`config.mk`:
```
export PLATFORM = sky130hd
export DESIGN_NAME = i2c_evt_status
export DESIGN_NICKNAME = d
export VERILOG_FILES = /design/src/rtl/i2c_sts_pkg.sv /design/src/rtl/i2c_sts_arm.sv /design/src/rtl/i2c_sts_cond.sv /design/src/rtl/i2c_sts_line.sv /design/src/rtl/i2c_evt_status.sv
export SDC_FILE = /design/constraint.sdc
export NUM_CORES = 1
export LEC_CHECK = 0
export ABC_CLOCK_PERIOD_IN_PS = 1900
export BUFFER_PORTS_ARGS = -buffer_cell sky130_fd_sc_hd__buf_2
export CELL_PAD_IN_SITES_DETAIL_PLACEMENT = 1
export CELL_PAD_IN_SITES_GLOBAL_PLACEMENT = 1
export CORE_UTILIZATION = 36
export CTS_CLUSTER_DIAMETER = 50
export DETAILED_ROUTE_END_ITERATION = 6
export GPL_TIMING_DRIVEN = 0
export PLACE_DENSITY_LB_ADDON = 0.25
export SYNTH_ARGS = -nofsm -noshare
export SYNTH_HDL_FRONTEND = slang
export SYNTH_HIERARCHICAL = 1
export SYNTH_SLANG_ARGS = --single-unit
```
`constraint.sdc`:
```
create_clock -name clk -period 1.9 [get_ports clk]
set_clock_uncertainty 0.2 [all_clocks]
set_input_delay 0.38 -clock clk [delete_from_list [all_inputs] [get_ports clk]]
set_output_delay 0.38 -clock clk [all_outputs]
set_load 0.05 [all_outputs]
```
`src/rtl/i2c_sts_pkg.sv`:
```
package i2c_sts_pkg;
  localparam int unsigned REG_W   = 8;
  localparam int unsigned EVF_BIT = 7;
  localparam int unsigned HDR_BIT = 6;
  localparam int unsigned DIR_BIT = 5;
  localparam int unsigned BSY_BIT = 4;
  localparam int unsigned LOW_W   = BSY_BIT;

  localparam int unsigned N_COND = 8;
  localparam int unsigned C_BYTE = 0;
  localparam int unsigned C_ADDR = 1;
  localparam int unsigned C_SBIT = 2;
  localparam int unsigned C_NACK = 3;
  localparam int unsigned C_STOP = 4;
  localparam int unsigned C_ARB  = 5;
  localparam int unsigned C_BERR = 6;
  localparam int unsigned C_HDR  = 7;

  localparam int unsigned N_SEQ   = 2;
  localparam int unsigned SEQ_XFR = 0;
  localparam int unsigned SEQ_HDR = 1;

  typedef logic [N_COND-1:0] cond_t;
  typedef logic [N_SEQ-1:0]  seq_t;
endpackage

```
`src/rtl/i2c_sts_arm.sv`:
```
module i2c_sts_arm (
  input  logic clk,
  input  logic rst_n,
  input  logic en,
  input  logic arm_i,
  input  logic fire_i,
  output logic armed_o,
  output logic clr_o
);
  logic armed_q;

  // The arming read takes priority; fire consumes an existing arming.
  always_ff @(posedge clk or negedge rst_n) begin
    if (!rst_n) armed_q <= 1'b0;
    else        armed_q <= en & (arm_i | (armed_q & ~fire_i));
  end

  assign armed_o = armed_q;
  assign clr_o   = armed_q & fire_i;
endmodule

```
`src/rtl/i2c_sts_cond.sv`:
```
module i2c_sts_cond
  import i2c_sts_pkg::*;
#(
  parameter int unsigned N = N_COND
) (
  input  logic         clk,
  input  logic         rst_n,
  input  logic         en,
  input  logic [N-1:0] set_i,
  input  logic [N-1:0] clr_i,
  output logic [N-1:0] q_o
);
  logic [N-1:0] q;

  for (genvar g = 0; g < N; g++) begin : g_bit
    // Clear beats set; disable beats both.
    always_ff @(posedge clk or negedge rst_n) begin
      if (!rst_n) q[g] <= 1'b0;
      else        q[g] <= en & ~clr_i[g] & (set_i[g] | q[g]);
    end
  end

  assign q_o = q;
endmodule

```
`src/rtl/i2c_sts_line.sv`:
```
module i2c_sts_line (
  input  logic clk,
  input  logic rst_n,
  input  logic en,
  input  logic start_i,
  input  logic stop_i,
  input  logic fault_i,
  input  logic tx_i,
  input  logic rx_i,
  input  logic byte_clr_i,
  input  logic arb_i,
  output logic busy_o,
  output logic dir_o
);
  logic busy_q, dir_q, busy_n, dir_n;

  always_comb begin
    if (stop_i)       busy_n = 1'b0;
    else if (start_i) busy_n = 1'b1;
    else if (fault_i) busy_n = 1'b0;
    else              busy_n = busy_q;
  end

  always_comb begin
    if (!en || byte_clr_i || stop_i || arb_i) dir_n = 1'b0;
    else if (tx_i)                            dir_n = 1'b1;
    else if (rx_i)                            dir_n = 1'b0;
    else                                      dir_n = dir_q;
  end

  always_ff @(posedge clk or negedge rst_n) begin
    if (!rst_n) begin
      busy_q <= 1'b0;
      dir_q  <= 1'b0;
    end else begin
      busy_q <= busy_n;
      dir_q  <= dir_n;
    end
  end

  assign busy_o = busy_q;
  assign dir_o  = dir_q;
endmodule

```
`src/rtl/i2c_evt_status.sv`:
```
module i2c_evt_status
  import i2c_sts_pkg::*;
(
  input  logic             clk,
  input  logic             rst_n,
  input  logic             periph_en,
  input  logic             evt_start,
  input  logic             evt_stop,
  input  logic             slave_mode,
  input  logic             byte_tx_done,
  input  logic             byte_rx_done,
  input  logic             addr_hit,
  input  logic             ack_enable,
  input  logic             start_sent,
  input  logic             nack_seen,
  input  logic             arb_lost,
  input  logic             bus_fault,
  input  logic             hdr10_sent,
  input  logic             stat_rd,
  input  logic             aux_stat_rd,
  input  logic             data_wr,
  output logic [REG_W-1:0] stat_q
);
  cond_t set_v, clr_v, cond;
  seq_t  arm_v, seq_armed, seq_clr;
  logic  busy, dir;

  always_comb begin
    set_v         = '0;
    set_v[C_BYTE] = byte_tx_done | byte_rx_done;
    set_v[C_ADDR] = addr_hit & ack_enable;
    set_v[C_SBIT] = start_sent;
    set_v[C_NACK] = nack_seen;
    set_v[C_STOP] = evt_stop & slave_mode;
    set_v[C_ARB]  = arb_lost;
    set_v[C_BERR] = bus_fault;
    set_v[C_HDR]  = hdr10_sent;
  end

  assign arm_v[SEQ_XFR] = stat_rd;
  assign arm_v[SEQ_HDR] = aux_stat_rd;

  for (genvar s = 0; s < N_SEQ; s++) begin : g_seq
    i2c_sts_arm u_arm (
      .clk    (clk),
      .rst_n  (rst_n),
      .en     (periph_en),
      .arm_i  (arm_v[s]),
      .fire_i (data_wr),
      .armed_o(seq_armed[s]),
      .clr_o  (seq_clr[s])
    );
  end

  always_comb begin
    clr_v         = '0;
    clr_v[C_BYTE] = seq_clr[SEQ_XFR];
    clr_v[C_ADDR] = seq_clr[SEQ_XFR];
    clr_v[C_SBIT] = seq_clr[SEQ_XFR];
    clr_v[C_NACK] = aux_stat_rd;
    clr_v[C_STOP] = aux_stat_rd;
    clr_v[C_ARB]  = aux_stat_rd;
    clr_v[C_BERR] = aux_stat_rd;
    clr_v[C_HDR]  = seq_clr[SEQ_HDR];
  end

  i2c_sts_cond #(.N(N_COND)) u_cond (
    .clk  (clk),
    .rst_n(rst_n),
    .en   (periph_en),
    .set_i(set_v),
    .clr_i(clr_v),
    .q_o  (cond)
  );

  i2c_sts_line u_line (
    .clk       (clk),
    .rst_n     (rst_n),
    .en        (periph_en),
    .start_i   (evt_start),
    .stop_i    (evt_stop),
    .fault_i   (bus_fault),
    .tx_i      (byte_tx_done),
    .rx_i      (byte_rx_done),
    .byte_clr_i(clr_v[C_BYTE]),
    .arb_i     (arb_lost),
    .busy_o    (busy),
    .dir_o     (dir)
  );

  always_comb begin
    stat_q          = '0;
    stat_q[EVF_BIT] = |cond;
    stat_q[HDR_BIT] = cond[C_HDR];
    stat_q[DIR_BIT] = dir;
    stat_q[BSY_BIT] = busy;
  end
endmodule

```
==> results.py, run 1 <==
metrics = {
    "yosys": {
        "yosys_warnings": 6,
        "synth_most_common_cell": "dfrtp_1",
        "ys_types": 16,
        "synth_edf_count": 0,
        "synthTopCellsByCount": "dfrtp_1 (12), nor2_1 (8), nor3b_2 (8)",
        "synth_top_flop_cell": "dfrtp_1",
        "synth_area_per_cell_um2": 11.3,
        "synthDominantCellAreaShare": 0.500,
        "syn_inst": 53,
        "ys_async_sr_fraction": 1.00,
        "yosys_register_bits": 12,
        "synth_area_leaders": "dfrtp_1 (50%), nor3b_2 (17%), buf_4 (7.5%), nor2_1 (5.0%), o21a_1 (3.8%)",
        "netlist_area_um2": 601,
        "synth_top_area_cell": "dfrtp_1",
        "seq_area_frac_synth": 0.500,
    },
    "routing": {
        "wire_per_inst_um": 11.6,
        "ant_nets": 0,
        "vias": 451,
        "routed.top_layer": "met4",
        "wl_met1_um": 503,
        "firstDrtPassIters": 4,
        "wl_met2_um": 550,
        "drc": 0,
        "finalWirelength_um": 1140,
        "drt-initial-drc-count": 1,
        "wl_met3_um": 68,
        "drt-vias-per-instance": 4.60,
    },
    "critical_path": {
        "crit_family": "flip-flops",
        "cp.depth": 3,
        "end_kind": "primary output",
        "cp-start-kind": "flop",
        "rr_startpoint": "g_seq[0].u_arm/armed_o$_DFF_PN0_",
        "worst-r2r-setup-slack_ns": 0.67,
        "path_cells": "nor4_2 > nand2_1 > buf_2",
        "crit_type": "flop to primary output",
        "slowest_delay_ns": 0.40,
        "required_ns": 1.32,
        "reg2reg_depth": 3,
        "crit_start": "u_cond/q_o[5]$_DFF_PN0_",
        "cp_max_fo": 2,
        "r2r_end": "u_line/dir_o$_DFFE_PN0P_",
        "slowest_stage": "dfrtp_1",
        "crit_path_end": "stat_q[7]",
        "worst-path-buf-inv": 1,
        "worstPathArrival_ns": 1.24,
    },
    "cells_and_area": {
        "num-nets-final": 101,
        "area.growth.synth_to_final_pct": 31.5,
        "diodes": 0,
        "multi_input_area_um2": 269,
        "fillers": 180,
        "layout-drive-gt1-share": 0.537,
        "register_area_um2": 300,
        "fin_cells": 98,
    },
    "timing": {
        "hold_slack_ns": 0.100,
        "final_hold_viol_count": 0,
        "slew_viol_final": 0,
        "clock.fmax_mhz": 550,
        "fin_crit_sh": 0.957,
        "fin_crit_ns": 1.82,
        "tns_ns": 0,
        "setup_viol": 0,
        "rsz0062_at_grt": "false",
    },
    "floorplanning": {
        "die_area_um2": 1840,
        "start_util": 0.394,
        "io_pins": 26,
        "num_rows": 14,
        "die_h_um": 42.8,
        "die_width_um": 42.8,
        "core_area_um2": 1520,
    },
    "cts": {
        "cts_tree": "built",
        "cts-root-buf": "clkbuf_4",
        "clkTransAtPathRegs_ns": 0.08,
        "clock_latency_ns": 0.27,
        "post_cts_buffers": 0,
        "htreeDepth": 1,
        "cts.path.max_buffers": 2,
        "cts_buffers": 3,
        "cts.sinks": 12,
    },
    "power": {
        "vdd_drop_max_mv": 0.363,
        "p_leak_nw": 0.403,
        "power.density_nw_per_um2": 765,
    },
    "placement": {
        "gp_congestion": 0.646,
        "io_buffers": 21,
        "dp.cells": 93,
        "dp_hpwl_um": 905,
    },
    "grt": {
        "antenna_found_initial": 0,
        "grt_max_degree": 13,
        "grt_overflow": 0,
        "grt_util_all_layers": 0.145,
        "grt_pass1_vias": 453,
        "grt_pass1_wl_um": 1940,
    },
    "outcome": {
        "outcome": "completed",
    },
    "hold_path": {
        "hold_path_class": "input pin to flop",
    },
    "run": {
        "cap_viol_max_count": 0,
    },
}
==> report_power, final <==
group          internal (W)  switching (W)  leakage, nW  total (W)
combinational     0.0000483      0.0000721        0.225   0.000120
sequential         0.000269     0.00000849        0.157   0.000278
clock              0.000116      0.0000891       0.0210   0.000205
total              0.000434       0.000170        0.403   0.000604
==> worst register-to-register path: stages, from the launching register on <==
cell and delay (ns):
dfrtp_1 0.37, and2_2 0.21, nor4b_2 0.25, o21a_1 0.14
==> how the worst min path moves through the flow <==
stage                     startpoint                                to  slack [ns]  cells after the start
after global placement         rst_n          u_line/dir_o$_DFFE_PN0P_        0.07                      1
final                       evt_stop         u_line/busy_o$_DFFE_PN0P_        0.10                      2
after detailed placement       rst_n          u_line/dir_o$_DFFE_PN0P_        0.08                      1
after floorplan                rst_n  g_seq[0].u_arm/armed_o$_DFF_PN0_       -0.12                      0
after global routing        evt_stop         u_line/busy_o$_DFFE_PN0P_        0.11                      2
after CTS                   evt_stop         u_line/busy_o$_DFFE_PN0P_        0.09                      2
==> state kept, by name, indices dropped and copies added (netlist names) <==
signal and flops:
u_line/dir_o 1, g_seq.u_arm/armed_o 2, u_cond/q_o 8, u_line/busy_o 1
==> final cells by class <==
cell class | instances | share of cell area
Buffer | 6 | 0.0571
Timing Repair Buffer | 22 | 0.146
Sequential cell | 12 | 0.380
Inverter | 1 | 0.00475
Clock buffer | 4 | 0.0460
Tap cell | 16 | 0.0254
Multi-Input combinational cell | 37 | 0.341
==> placed cells by master (no fill, tap or decap) <==
master,n
nand2_1,1
o21a_1,3
conb_1,4
nor2b_1,3
nor3b_2,8
nor2_1,8
or2_2,1
dlygate4sd3_1,1
clkbuf_8,1
buf_4,6
inv_1,1
nor4b_2,1
dfrtp_1,12
and2_2,2
clkbuf_4,3
nor4_1,1
nand2b_1,1
a21oi_1,1
and2_1,2
nor4_2,1
buf_2,21
==> per-stage QoR <==
| stage | setup slack, ns | power [W] | util | area [µm²] |
|---|---|---|---|---|
| after floorplan | 0.157 | 0.000361 | - | 612 |
| after global placement | 0.334 | 0.000399 | 0.484 | 737 |
| after detailed placement | 0.316 | 0.000403 | 0.484 | 737 |
| after CTS | 0.0126 | 0.000611 | 0.514 | 783 |
| after global routing | 0.0187 | 0.000632 | 0.518 | 790 |
| final | 0.0819 | 0.000604 | 0.518 | 790 |
==> cell families after synthesis <==
group / share of synthesized area
other: 0.00624
AND/OR/NAND/NOR: 0.367
AO/OA/AOI/OAI: 0.0458
flip-flops: 0.500
buffers and inverters: 0.0812
==> routing by layer <==
layer | vias up | global-route usage
li1 | 224 | -
met1 | 209 | 0.184
met2 | 16 | 0.224
met3 | 2 | 0.0255
met4 | 0 | 0.0938
met5 | - | 0
==> timing repair <==
action / CTS / global route
gates resized for setup: 0 / 1
hold buffers: 1 / 0
endpoints found under the setup margin: 0 / 1
endpoints found under the hold margin: 12 / 0
No activity file was read; power rests on OpenSTA's default activity.
==> run 2: changes to the inputs <==
--- a/config.mk
+++ b/config.mk
@@ -5,11 +5,11 @@
 export SDC_FILE = /design/constraint.sdc
 export NUM_CORES = 1
 export LEC_CHECK = 0
-export ABC_CLOCK_PERIOD_IN_PS = 1900
+export ABC_CLOCK_PERIOD_IN_PS = 1800
 export BUFFER_PORTS_ARGS = -buffer_cell sky130_fd_sc_hd__buf_2
 export CELL_PAD_IN_SITES_DETAIL_PLACEMENT = 1
 export CELL_PAD_IN_SITES_GLOBAL_PLACEMENT = 1
-export CORE_UTILIZATION = 36
+export CORE_UTILIZATION = 33
 export CTS_CLUSTER_DIAMETER = 50
 export DETAILED_ROUTE_END_ITERATION = 6
 export GPL_TIMING_DRIVEN = 0
==> constraint.sdc (replaced) <==
create_clock -name clk -period 1.8 [get_ports clk]
set_clock_uncertainty 0.2 [all_clocks]
set_input_delay 0.36 -clock clk [delete_from_list [all_inputs] [get_ports clk]]
set_output_delay 0.36 -clock clk [all_outputs]
set_load 0.05 [all_outputs]
==> run 2 against run 1 <==
Via count grew 2.4%. First-iteration DRC count grew 100%. Wire length grew 6.6%. Critical path depth is the same. Worst setup slack lost 0.074 ns. Total power grew 8.0%. Final area grew 4.0%. Sequential share of layout area shrank 1.4 points. Sequential power grew 6%. Clock power grew 9%. Largest power group unchanged.
==> results.py, run 2 (synthesis gave the netlist of run 1 again) <==
metrics = {
    "critical_path": {
        "reg2reg_depth": 3,
        "worstPathArrival_ns": 1.23,
        "crit_type": "flop to primary output",
        "required_ns": 1.24,
        "path_cells": "nor4_2 > nand2_1 > buf_6",
        "rr_startpoint": "g_seq[0].u_arm/armed_o$_DFF_PN0_",
        "slowest_delay_ns": 0.39,
        "cp-start-kind": "flop",
        "slowest_stage": "dfrtp_1",
        "end_kind": "primary output",
        "crit_start": "u_cond/q_o[6]$_DFF_PN0_",
        "cp_max_fo": 2,
    },
    "hold_path": {
        "hold_path_class": "input pin to flop",
        "worstHoldPathCells": 2,
        "min_from": "evt_stop",
    },
    "placement": {
        "post-place-ws_ns": 0.236,
        "dp_hpwl_um": 931,
        "gp_congestion": 0.636,
        "io_buffers": 21,
    },
    "cts": {
        "cts_tree": "built",
        "htreeDepth": 1,
        "cts.path.max_buffers": 2,
        "cts.sinks": 12,
        "cts-root-buf": "clkbuf_4",
        "cts_buffers": 3,
        "clock_latency_ns": 0.28,
        "clkTransAtPathRegs_ns": 0.08,
    },
    "routing": {
        "ant_nets": 0,
        "drc": 0,
        "firstDrtPassIters": 2,
        "drt-initial-drc-count": 2,
        "vias": 462,
        "finalWirelength_um": 1210,
        "drt-vias-per-instance": 4.28,
        "wire_per_inst_um": 11.2,
    },
    "power": {
        "vdd_drop_max_mv": 0.355,
        "fin_total_pwr_w": 0.000652,
        "p_leak_nw": 0.413,
        "power.density_nw_per_um2": 794,
    },
    "grt": {
        "grt_util_all_layers": 0.147,
        "grt_overflow": 0,
        "grt_pass1_vias": 474,
        "grt_pass1_wl_um": 2020,
        "grt_max_degree": 13,
        "antenna_found_initial": 0,
    },
    "cells_and_area": {
        "largest_register_ffs": 8,
        "finish.utilization": 0.481,
        "layout-drive-gt1-share": 0.554,
        "final_cell_mix": "buf_2 (20), dfrtp_1 (12), nor2_1 (8), nor3b_2 (8), buf_4 (7)",
        "final_common_cell": "buf_2",
        "area.growth.synth_to_final_pct": 36.7,
        "diodes": 0,
        "num-nets-final": 102,
    },
    "timing": {
        "tns_ns": 0,
        "fin_crit_ns": 1.79,
        "final_hold_viol_count": 0,
        "setup_ws_ns": 0.00792,
        "fin_crit_sh": 0.996,
        "rsz0062_at_grt": "true",
        "slew_viol_final": 0,
        "setup_viol": 0,
        "clock.fmax_mhz": 558,
    },
    "floorplanning": {
        "core_area_um2": 1710,
        "num_rows": 15,
        "start_util": 0.352,
        "die_area_um2": 1990,
        "io_pins": 26,
        "die_width_um": 44.7,
        "die_h_um": 44.7,
    },
    "outcome": {
        "outcome": "completed",
    },
    "run": {
        "cap_viol_max_count": 0,
    },
}
## run 2: changes by cell type in the layout (fill, tap and decap cells not counted), sizes merged
cell  before  now
buf       27   28
## run 2: timing repair
action,in CTS,in global routing
pin swaps,2,0
hold buffers,1,0
setup buffers,1,0
setup endpoints to repair,1,1
resized for setup,3,1
hold endpoints to repair,12,0
## run 2: worst paths after layout
check,endpoint,slack [ns]
min in group asynchronous,g_seq[0].u_arm/armed_o$_DFF_PN0_,0.28
hold / removal,u_line/busy_o$_DFFE_PN0P_,0.06
setup / recovery,stat_q[7],0.008
setup reg to reg,u_line/dir_o$_DFFE_PN0P_,0.55
max in group asynchronous,u_cond/q_o[4]$_DFF_PN0_,0.89
hold reg to reg,u_line/busy_o$_DFFE_PN0P_,0.34
## run 2: layout make-up
class	count	area, µm²
multi-input combinational	37	275
buffer	6	45.0
inverter	1	3.75
tap	25	31.3
fill	195	887
clock buffer	4	36.3
timing repair buffer	23	129
sequential	12	300
## run 2: layer usage
metal  share of wire  vias to the layer above  global-route usage
met2            0.47                       16               0.224
met3           0.055                        2              0.0286
met5               0                        -                   0
met4           0.014                        0              0.0909
met1            0.46                      216               0.191
li1                -                      228                   -
## run 2: worst max-delay path, delay by kind of cell (launching register included)
kind	cells	cell delay (ns)
buffers and inverters	1	0.16
AND/OR/NAND/NOR	2	0.41
flip-flops	1	0.39
## run 2: power by group
group	switching (W)	internal (W)
clock	0.000101	0.000123
combinational	0.0000776	0.0000558
sequential	0.0000105	0.000284
## run 2: metrics by stage
stage	hold WS (ns)	area (µm²)	std cells
final	0.0634	821	108
after global placement	0.0579	748	102
after CTS	0.0577	815	108
after global routing	0.0814	821	108
after detailed placement	0.0596	748	102
after floorplan	-0.136	612	56
